<file path="config.mk">
export PLATFORM = sky130hd
export DESIGN_NAME = clock_loss_monitor
export DESIGN_NICKNAME = d
export VERILOG_FILES = /design/src/rtl/clm_pkg.sv /design/src/rtl/clm_sync.sv /design/src/rtl/clm_stop_det.sv /design/src/rtl/clm_ctrl.sv /design/src/rtl/clock_loss_monitor.sv
export SDC_FILE = /design/constraint.sdc
export NUM_CORES = 1
export LEC_CHECK = 0
export BUFFER_PORTS_ARGS = -buffer_cell sky130_fd_sc_hd__buf_2
export CAP_MARGIN = 0
export CORE_AREA = 2 2 39 41
export DETAILED_ROUTE_END_ITERATION = 8
export DIE_AREA = 0 0 41 43
export REMOVE_ABC_BUFFERS = 1
export SYNTH_ARGS = -nofsm -noshare
export SYNTH_HDL_FRONTEND = slang
export SYNTH_HIERARCHICAL = 1
export SYNTH_SLANG_ARGS = --single-unit
</file>
<file path="constraint.sdc">
create_clock -name osc_clk -period 4.45 [get_ports osc_clk]
set_input_delay 0.89 -clock osc_clk [delete_from_list [all_inputs] [get_ports osc_clk]]
set_output_delay 0.89 -clock osc_clk [all_outputs]
set_load 0.005 [all_outputs]
</file>
<file path="src/rtl/clm_pkg.sv">
// Package: defaults and a width helper shared by the clock loss monitor.
// Assumes: counters are sized to hold the value of their limit itself.
package clm_pkg;

    parameter int unsigned CLM_DEF_SYNC_STAGES = 2;
    parameter int unsigned CLM_DEF_WINDOW      = 4;
    parameter int unsigned CLM_DEF_HOLD        = 8;

    // Bits needed to hold values 0..limit.
    function automatic int unsigned clm_cnt_width(input int unsigned limit);
        return (limit < 1) ? 1 : $clog2(limit + 1);
    endfunction

endpackage

</file>
<file path="src/rtl/clm_sync.sv">
// Module: clm_sync
// Brings an asynchronous level into the clk domain through a flop chain.
// Assumes: STAGES >= 2; synchronous active-low reset clears the chain.
module clm_sync #(
    parameter int unsigned STAGES = 2
) (
    input  logic clk,
    input  logic rst_n,
    input  logic d_async,
    output logic q
);

    logic [STAGES-1:0] chain_q;

    generate
        for (genvar i = 0; i < STAGES; i++) begin : g_stage
            if (i == 0) begin : g_first
                // First stage: capture the asynchronous input.
                always_ff @(posedge clk) begin
                    if (!rst_n) chain_q[0] <= 1'b0;
                    else        chain_q[0] <= d_async;
                end
            end else begin : g_next
                // Later stages: pass the level along the chain.
                always_ff @(posedge clk) begin
                    if (!rst_n) chain_q[i] <= 1'b0;
                    else        chain_q[i] <= chain_q[i-1];
                end
            end
        end
    endgenerate

    assign q = chain_q[STAGES-1];

endmodule

</file>
<file path="src/rtl/clm_stop_det.sv">
// Module: clm_stop_det
// Counts oscillator cycles with no main clock edge; flags a stop at WINDOW.
// Assumes: counter is held at zero whenever enable is 0, so arming starts
// from a clean count.
module clm_stop_det
    import clm_pkg::*;
#(
    parameter int unsigned SYNC_STAGES = CLM_DEF_SYNC_STAGES,
    parameter int unsigned WINDOW      = CLM_DEF_WINDOW
) (
    input  logic clk,
    input  logic rst_n,
    input  logic enable,
    input  logic main_clk,
    output logic stop
);

    localparam int unsigned CW = clm_cnt_width(WINDOW);
    localparam logic [CW-1:0] LIMIT = CW'(WINDOW);

    logic          sync_lvl;
    logic          last_lvl_q;
    logic          edge_seen;
    logic [CW-1:0] quiet_cnt_q;

    clm_sync #(.STAGES(SYNC_STAGES)) u_sync (
        .clk     (clk),
        .rst_n   (rst_n),
        .d_async (main_clk),
        .q       (sync_lvl)
    );

    // Remember the previous synchronized level for edge detection.
    always_ff @(posedge clk) begin
        if (!rst_n) last_lvl_q <= 1'b0;
        else        last_lvl_q <= sync_lvl;
    end

    assign edge_seen = sync_lvl ^ last_lvl_q;

    // Count quiet cycles; clear on any edge or while disarmed; saturate.
    always_ff @(posedge clk) begin
        if (!rst_n || !enable)       quiet_cnt_q <= '0;
        else if (edge_seen)          quiet_cnt_q <= '0;
        else if (quiet_cnt_q != LIMIT) quiet_cnt_q <= quiet_cnt_q + 1'b1;
    end

    assign stop = (quiet_cnt_q == LIMIT);

endmodule

</file>
<file path="src/rtl/clm_ctrl.sv">
// Module: clm_ctrl
// Holds the arm bit, the sticky cause flag and the reset-hold timer.
// Assumes: stop is already in the clk domain; only rst_n clears arm.
module clm_ctrl
    import clm_pkg::*;
#(
    parameter int unsigned HOLD = CLM_DEF_HOLD
) (
    input  logic clk,
    input  logic rst_n,
    input  logic arm_wr,
    input  logic arm_wdata,
    input  logic cause_clr,
    input  logic stop,
    output logic arm_q,
    output logic int_rst,
    output logic cause_flag
);

    localparam int unsigned HW = clm_cnt_width(HOLD);
    localparam logic [HW-1:0] HOLD_V = HW'(HOLD);

    logic [HW-1:0] hold_q;
    logic          period_end;
    logic          start;

    assign period_end = (hold_q == '0) || (hold_q == HW'(1));
    assign start      = stop && arm_q && period_end;

    // Arm bit: set by a write of 1, writes of 0 ignored.
    always_ff @(posedge clk) begin
        if (!rst_n)                  arm_q <= 1'b0;
        else if (arm_wr && arm_wdata) arm_q <= 1'b1;
    end

    // Hold timer: load on a start, otherwise count down to zero.
    always_ff @(posedge clk) begin
        if (!rst_n)             hold_q <= '0;
        else if (start)         hold_q <= HOLD_V;
        else if (hold_q != '0)  hold_q <= hold_q - 1'b1;
    end

    // Cause flag: a start sets it and wins over a same-cycle clear.
    always_ff @(posedge clk) begin
        if (!rst_n)         cause_flag <= 1'b0;
        else if (start)     cause_flag <= 1'b1;
        else if (cause_clr) cause_flag <= 1'b0;
    end

    assign int_rst = (hold_q != '0);

endmodule

</file>
<file path="src/rtl/clock_loss_monitor.sv">
// Module: clock_loss_monitor
// Top: raises an internal reset when the armed monitor sees the main clock
// stop for WINDOW oscillator cycles, and records the cause.
// Assumes: osc_clk always runs; ext_rst_n is synchronous to osc_clk.
module clock_loss_monitor
    import clm_pkg::*;
#(
    parameter int unsigned SYNC_STAGES = CLM_DEF_SYNC_STAGES,
    parameter int unsigned WINDOW      = CLM_DEF_WINDOW,
    parameter int unsigned HOLD_CYCLES = CLM_DEF_HOLD
) (
    input  logic osc_clk,
    input  logic ext_rst_n,
    input  logic main_clk,
    input  logic arm_wr,
    input  logic arm_wdata,
    input  logic cause_clr,
    output logic int_rst,
    output logic arm_q,
    output logic cause_flag
);

    logic stop;

    clm_stop_det #(
        .SYNC_STAGES (SYNC_STAGES),
        .WINDOW      (WINDOW)
    ) u_det (
        .clk      (osc_clk),
        .rst_n    (ext_rst_n),
        .enable   (arm_q),
        .main_clk (main_clk),
        .stop     (stop)
    );

    clm_ctrl #(
        .HOLD (HOLD_CYCLES)
    ) u_ctrl (
        .clk        (osc_clk),
        .rst_n      (ext_rst_n),
        .arm_wr     (arm_wr),
        .arm_wdata  (arm_wdata),
        .cause_clr  (cause_clr),
        .stop       (stop),
        .arm_q      (arm_q),
        .int_rst    (int_rst),
        .cause_flag (cause_flag)
    );

endmodule

</file>
== Yosys cells after proc, flatten, opt, wreduce, memory -nomap -nowiden ==
Index checks and enable logic that the tools add are counted.

* Word-level logic and storage cells: 32
* Output and inout port bits: 3
* Input bits: 6
* Register bits after elaboration: 12

* Reduce and logical (&&, ||, !) cells: 13
* $add $sub $neg: 2
* Muxes and demuxes: 4
* Bitwise operators: 2
* Equality and inequality tests: 3

{| class="wikitable"
|+ Operators by type and width
! kind !! number
|-
| $mux 4 || 2
|-
| $eq 4x1->1 const B || 1
|-
| $logic_not 4->1 || 1
|-
| $reduce_bool 2->1 || 2
|-
| $reduce_bool 4->1 || 1
|-
| $reduce_or 2->1 || 2
|-
| $sub 4x1->4 const B || 1
|-
| $add 3x1->3 const B || 1
|-
| $eq 3x3->1 const B || 1
|-
| $logic_and 1x1->1 || 3
|-
| $ne 3x3->1 const B || 1
|-
| $logic_not 1->1 || 2
|-
| $logic_or 1x1->1 || 2
|-
| $mux 1 || 2
|-
| $not 1->1 || 1
|-
| $xor 1x1->1 || 1
|}

== Logic depth before layout (Yosys ltp) ==
* Depth in word-level cells: 4
* Gate-level depth with buffers: 6
* Mapped depth without buffers: 5

== By module ==
Netlist, hierarchy kept.

{| class="wikitable"
|+ By module, submodules not included
! module !! area each (um^2) !! times used !! cells an instance
|-
| clm_ctrl || 290.3 || 1 || 29
|-
| clm_stop_det || 207.7 || 1 || 21
|-
| clm_sync || 52.6 || 1 || 4
|}

== Worst setup path before layout ==
Ideal clock, no wire load.

* Path kind: register to output
* From: reg u_ctrl.hold_q[0]
* To: out int_rst
* Buffers on the path: 1
* Setup slack: 2.511 ns
* Arrival time: 1.049 ns
* Stages on the path, launching flop included: 5
* Cell sequence: dfxtp_1 -> inv_1 -> ha_1 -> or3b_1 -> buf_2

* Cells in the longest elaborated chain, start to end: 1

{| class="wikitable"
|+ RTL lines
! what !! RTL line !! RTL
|-
| start, declared || clm_ctrl.sv:23 || <nowiki>logic [HW-1:0] hold_q;</nowiki>
|-
| start signal, assigned || clm_ctrl.sv:40 || <nowiki>else if (hold_q != '0) hold_q <= hold_q - 1'b1;</nowiki>
|-
| $reduce_bool 4->1 || clm_ctrl.sv:50 || <nowiki>assign int_rst = (hold_q != '0);</nowiki>
|-
| end, declared || clock_loss_monitor.sv:18 || <nowiki>output logic int_rst,</nowiki>
|}

Every way passes these cells.

== Worst setup path in the final report ==
Same ends and word-level chain as after synthesis.

==> summary.md <==
| Metric | Value |
|---|---|
| Run status | completed |
| Tcrit/Tclk final | around 53% |
| Worst hold start | u_det/u_sync/chain_q[0] |
| Commonest cells post-synth | 12 x dfxtp_1, 5 x ha_1, 4 x inv_1, 3 x and2_1, 3 x nor2_1 |
| Antenna-violating nets left | 0 |
| Routed wire length | between 700 and 800 um |
| Total power | 0.3262 mW |
| Final setup viols | 0 |
| Post-Syn Instances | 54 |
| Post-synthesis adder-cell area fraction | 11.36% |
| Nets | 77 |
| Gr ovfl total | 0 |
| Routed via count | about 390 |
| Most common cell in the netlist | dfxtp_1 |
| Max clock buf depth | 2 |
| Clock Sink Count | 12 |
| Cell variety after synth | 28 |
| Setup crit start | u_ctrl/hold_q[0] |
| Rows | 14 |
| WP buf/inv | 2 |
| Port Buf Inserts | 8 |
| Synth Area in XOR/XNOR | under 10% |
| Cts bufs inserted | 3 |
| Top cells by area, synth | dfxtp_1 44%, ha_1 11%, and2_1 3.4% |
| Layout cell share with drive strength beyond 1 | 24.62% |
| EDFF count, synth | 0 |
| Final HPWL DP | approximately 600 um |
| Slew headroom | between 70% and 80% |
| Critical path peak fanout | 5 |
| TritonCTS clock tree | yes |
| Initial Util | about two fifths |
| Total track usage | between 10% and 20% |
| Cells on worst reg2reg path | 5 |
| Cell taking the most area after synthesis | dfxtp_1 |
| Startpoint Class | register |
| Min cycle time layout | approximately 2.4 ns |
| Compound-gate portion of the synthesized area | between 10% and 20% |
| Required time worst endpoint | between 3 and 4 ns |
| Area Overhead vs Synth | 16.59% |
| Routed length per placed instance | ~9.7 um |
| Die area | approximately 1800 sq um |
| Antenna cell count | 0 |
| Post-route cell area | approximately 640 sq um |
| Initial antenna violation count | 0 |
| Ys Warns | 6 |
| Hold Buf Count CTS | 0 |
| Main combinational cell family by area after synthesis | simple AND/OR/NAND/NOR gates |
| Die Wd | around 41 um |
| Async set-reset flop share out of synthesis | 0% |
| Final Util | roughly 46% |
| Net Sw Frac | 30.06% |
| Final slew viol count | 0 |
| Sw power | 0.09804 mW |
| Maximum vdd drop | between 0.2 and 0.25 mV |
| H-tree depth | 1 |
| RSZ-0062 raised after global routing | false |
| 1st-iter DRT viols | 6 |
| Crit path cell chain | inv_1 -> ha_1 -> or3b_1 -> buf_2 |
| Drt drc | 0 |
| Post-CTS sizing | 0 |
| Clk root buf | clkbuf_4 |
| Max Freq | roughly 420 MHz |
| CP Class | reg2out |
| Power share of the sequential group | between 40 and 50% |
| Max_cap viols | 0 |
| Top-level I/O count | 9 |
| CP Depth | 4 |
| Vias in the first global route | 350 |
| Post-synthesis mux area share | approximately 1.8% |
| Leak pwr | 0.2894 nW |
| Seq cells post-synth | 12 |
| Largest net degree at the start of global routing | 11 |
| Clock transition at path regs | around 0.07 ns |
| Final Skew | between 0.002 and 0.0025 ns |
| Post-synth top area share | a little over two fifths |
| Placed inst area | between 600 and 700 sq um |
| Post-Syn Area | ~550 sq um |
| Fill count | 132 |
| First-pass GRT wire length | ~1.3 mm |
| Clock latency on the worst-skew pair | around 0.26 ns |
| Internal Power | between 0.2 and 0.25 mW |
| Hold depth | 1 |
| Fin Setup TNS | 0 ns |
| Drt pass-1 iters | 2 |
| Core Region | approximately 1400 sq um |
| Slowest stage delay, CP | about 0.44 ns |
| CP max stage cell | or3b_1 |
| Combinational power share | roughly a third |
| Post-synthesis sequential area ratio | between 40% and 50% |
| CP Capture Type | output pin |
| Fin. Hold Viols | 0 |
| Critical path arrival | about 1.5 ns |
| GPL Wtd Cong | slightly above 0.8 |
| Main synth FF type | dfxtp_1 |
| Via-to-Cell Ratio | approximately 4.8 |
| Hold_ws | roughly 0.44 ns |
| Pwr Density | roughly 510 nW/um^2 |
| Post-CTS Setup Bufs | 0 |
| Critical path's top delay family | simple AND/OR/NAND/NOR gates |
| Clock power frac | between 20% and 30% |
| Hold Crit Class | reg2reg |
| Synth Area per Inst | 10.19 sq um |
| Critical R2R Launch | u_ctrl/hold_q[0] |
| Die Span Y | ~43 um |
| Synth Area in Simple Gates | between 20% and 30% |
| Worst slew pin tran | around 0.42 ns |
-- layout by cell type, fill, tap and decap left out --
master / synthesis / routed
o2111a_1: 1 / 1
and4_1: 1 / 1
buf_2: 1 / 8
and3_1: 1 / 1
dfxtp_1: 12 / 12
clkbuf_4: 0 / 3
clkbuf_8: 0 / 1
mux2i_1: 1 / 1
nand3_1: 2 / 2
a21oi_1: 1 / 1
a21o_2: 1 / 1
nor2b_1: 1 / 1
nor4_2: 1 / 1
ha_1: 5 / 5
nor2_1: 3 / 3
a21boi_0: 1 / 1
nand2_1: 2 / 2
or3b_1: 1 / 1
inv_1: 4 / 4
a21boi_1: 1 / 1
a211oi_1: 2 / 2
xnor2_1: 1 / 1
and3b_1: 1 / 1
o2111ai_1: 1 / 1
xor2_1: 2 / 2
a21bo_2: 1 / 1
nand2b_1: 1 / 1
and2_1: 3 / 3
nor3_1: 1 / 1
and2_2: 1 / 1
-- layout make-up --
type | instances | area [sq um] | area share, %
Clock buffer | 4 | 36.28 | 5.653
Inverter | 4 | 15.01 | 2.339
Multi-Input combinational cell | 37 | 290.3 | 45.22
Sequential cell | 12 | 240.2 | 37.43
Tap cell | 16 | 20.02 | 3.119
Timing Repair Buffer | 8 | 40.04 | 6.238
-- cell families after synthesis --
family / after synthesis
mux: 1
fa+ha+maj: 5
compound gates: 9
simple gates: 19
flops: 12
buf+inv: 5
xor+xnor: 3
-- per-stage QoR --
stage,std cells,setup WS (ns)
after global placement,77,2.386
after detailed placement,77,2.360
final,81,2.078
after global routing,81,1.990
after floorplan,53,2.565
after CTS,81,2.067
-- state kept, by name, indices dropped and copies added, names as in the netlist --
register,cells
u_ctrl/arm_q,1
u_ctrl/cause_flag,1
u_ctrl/hold_q,4
u_det/last_lvl_q,1
u_det/quiet_cnt_q,3
u_det/u_sync/chain_q,1
u_det/u_sync/q,1
-- power groups by stage --
stage	clock network, mW	logic [mW]	registers (mW)
4_1_cts	0.0866	0.105	0.139
6_report	0.0831	0.104	0.139
5_1_grt	0.0919	0.118	0.141
3_5_place_dp	0	0.104	0.141
3_3_place_gp	0	0.103	0.141
2_1_floorplan	0	0.0808	0.138
-- path summary, 6_finish.rpt --
| kind | slack, ns | endpoint |
|---|---|---|
| setup / recovery | 2.08 | int_rst |
| hold / removal | 0.44 | u_det/u_sync/q |
| setup reg to reg | 2.95 | u_ctrl/hold_q[0] |
| hold reg to reg | 0.44 | u_det/u_sync/q |
-- worst register-to-register path: stages (launching register included) --
cell and delay [ns]:
dfxtp_1 0.33, inv_1 0.11, ha_1 0.19, or3b_1 0.44, xnor2_1 0.16, and3_1 0.17
-- layer usage --
metal	vias up	share of wire [%]	track usage (%)
li1	210	-	-
met1	169	52	15.08
met2	8	43	15.63
met3	0	4.3	4.712
met4	0	0	4.000
met5	-	0	0
(Power assumes the default switching activity.)
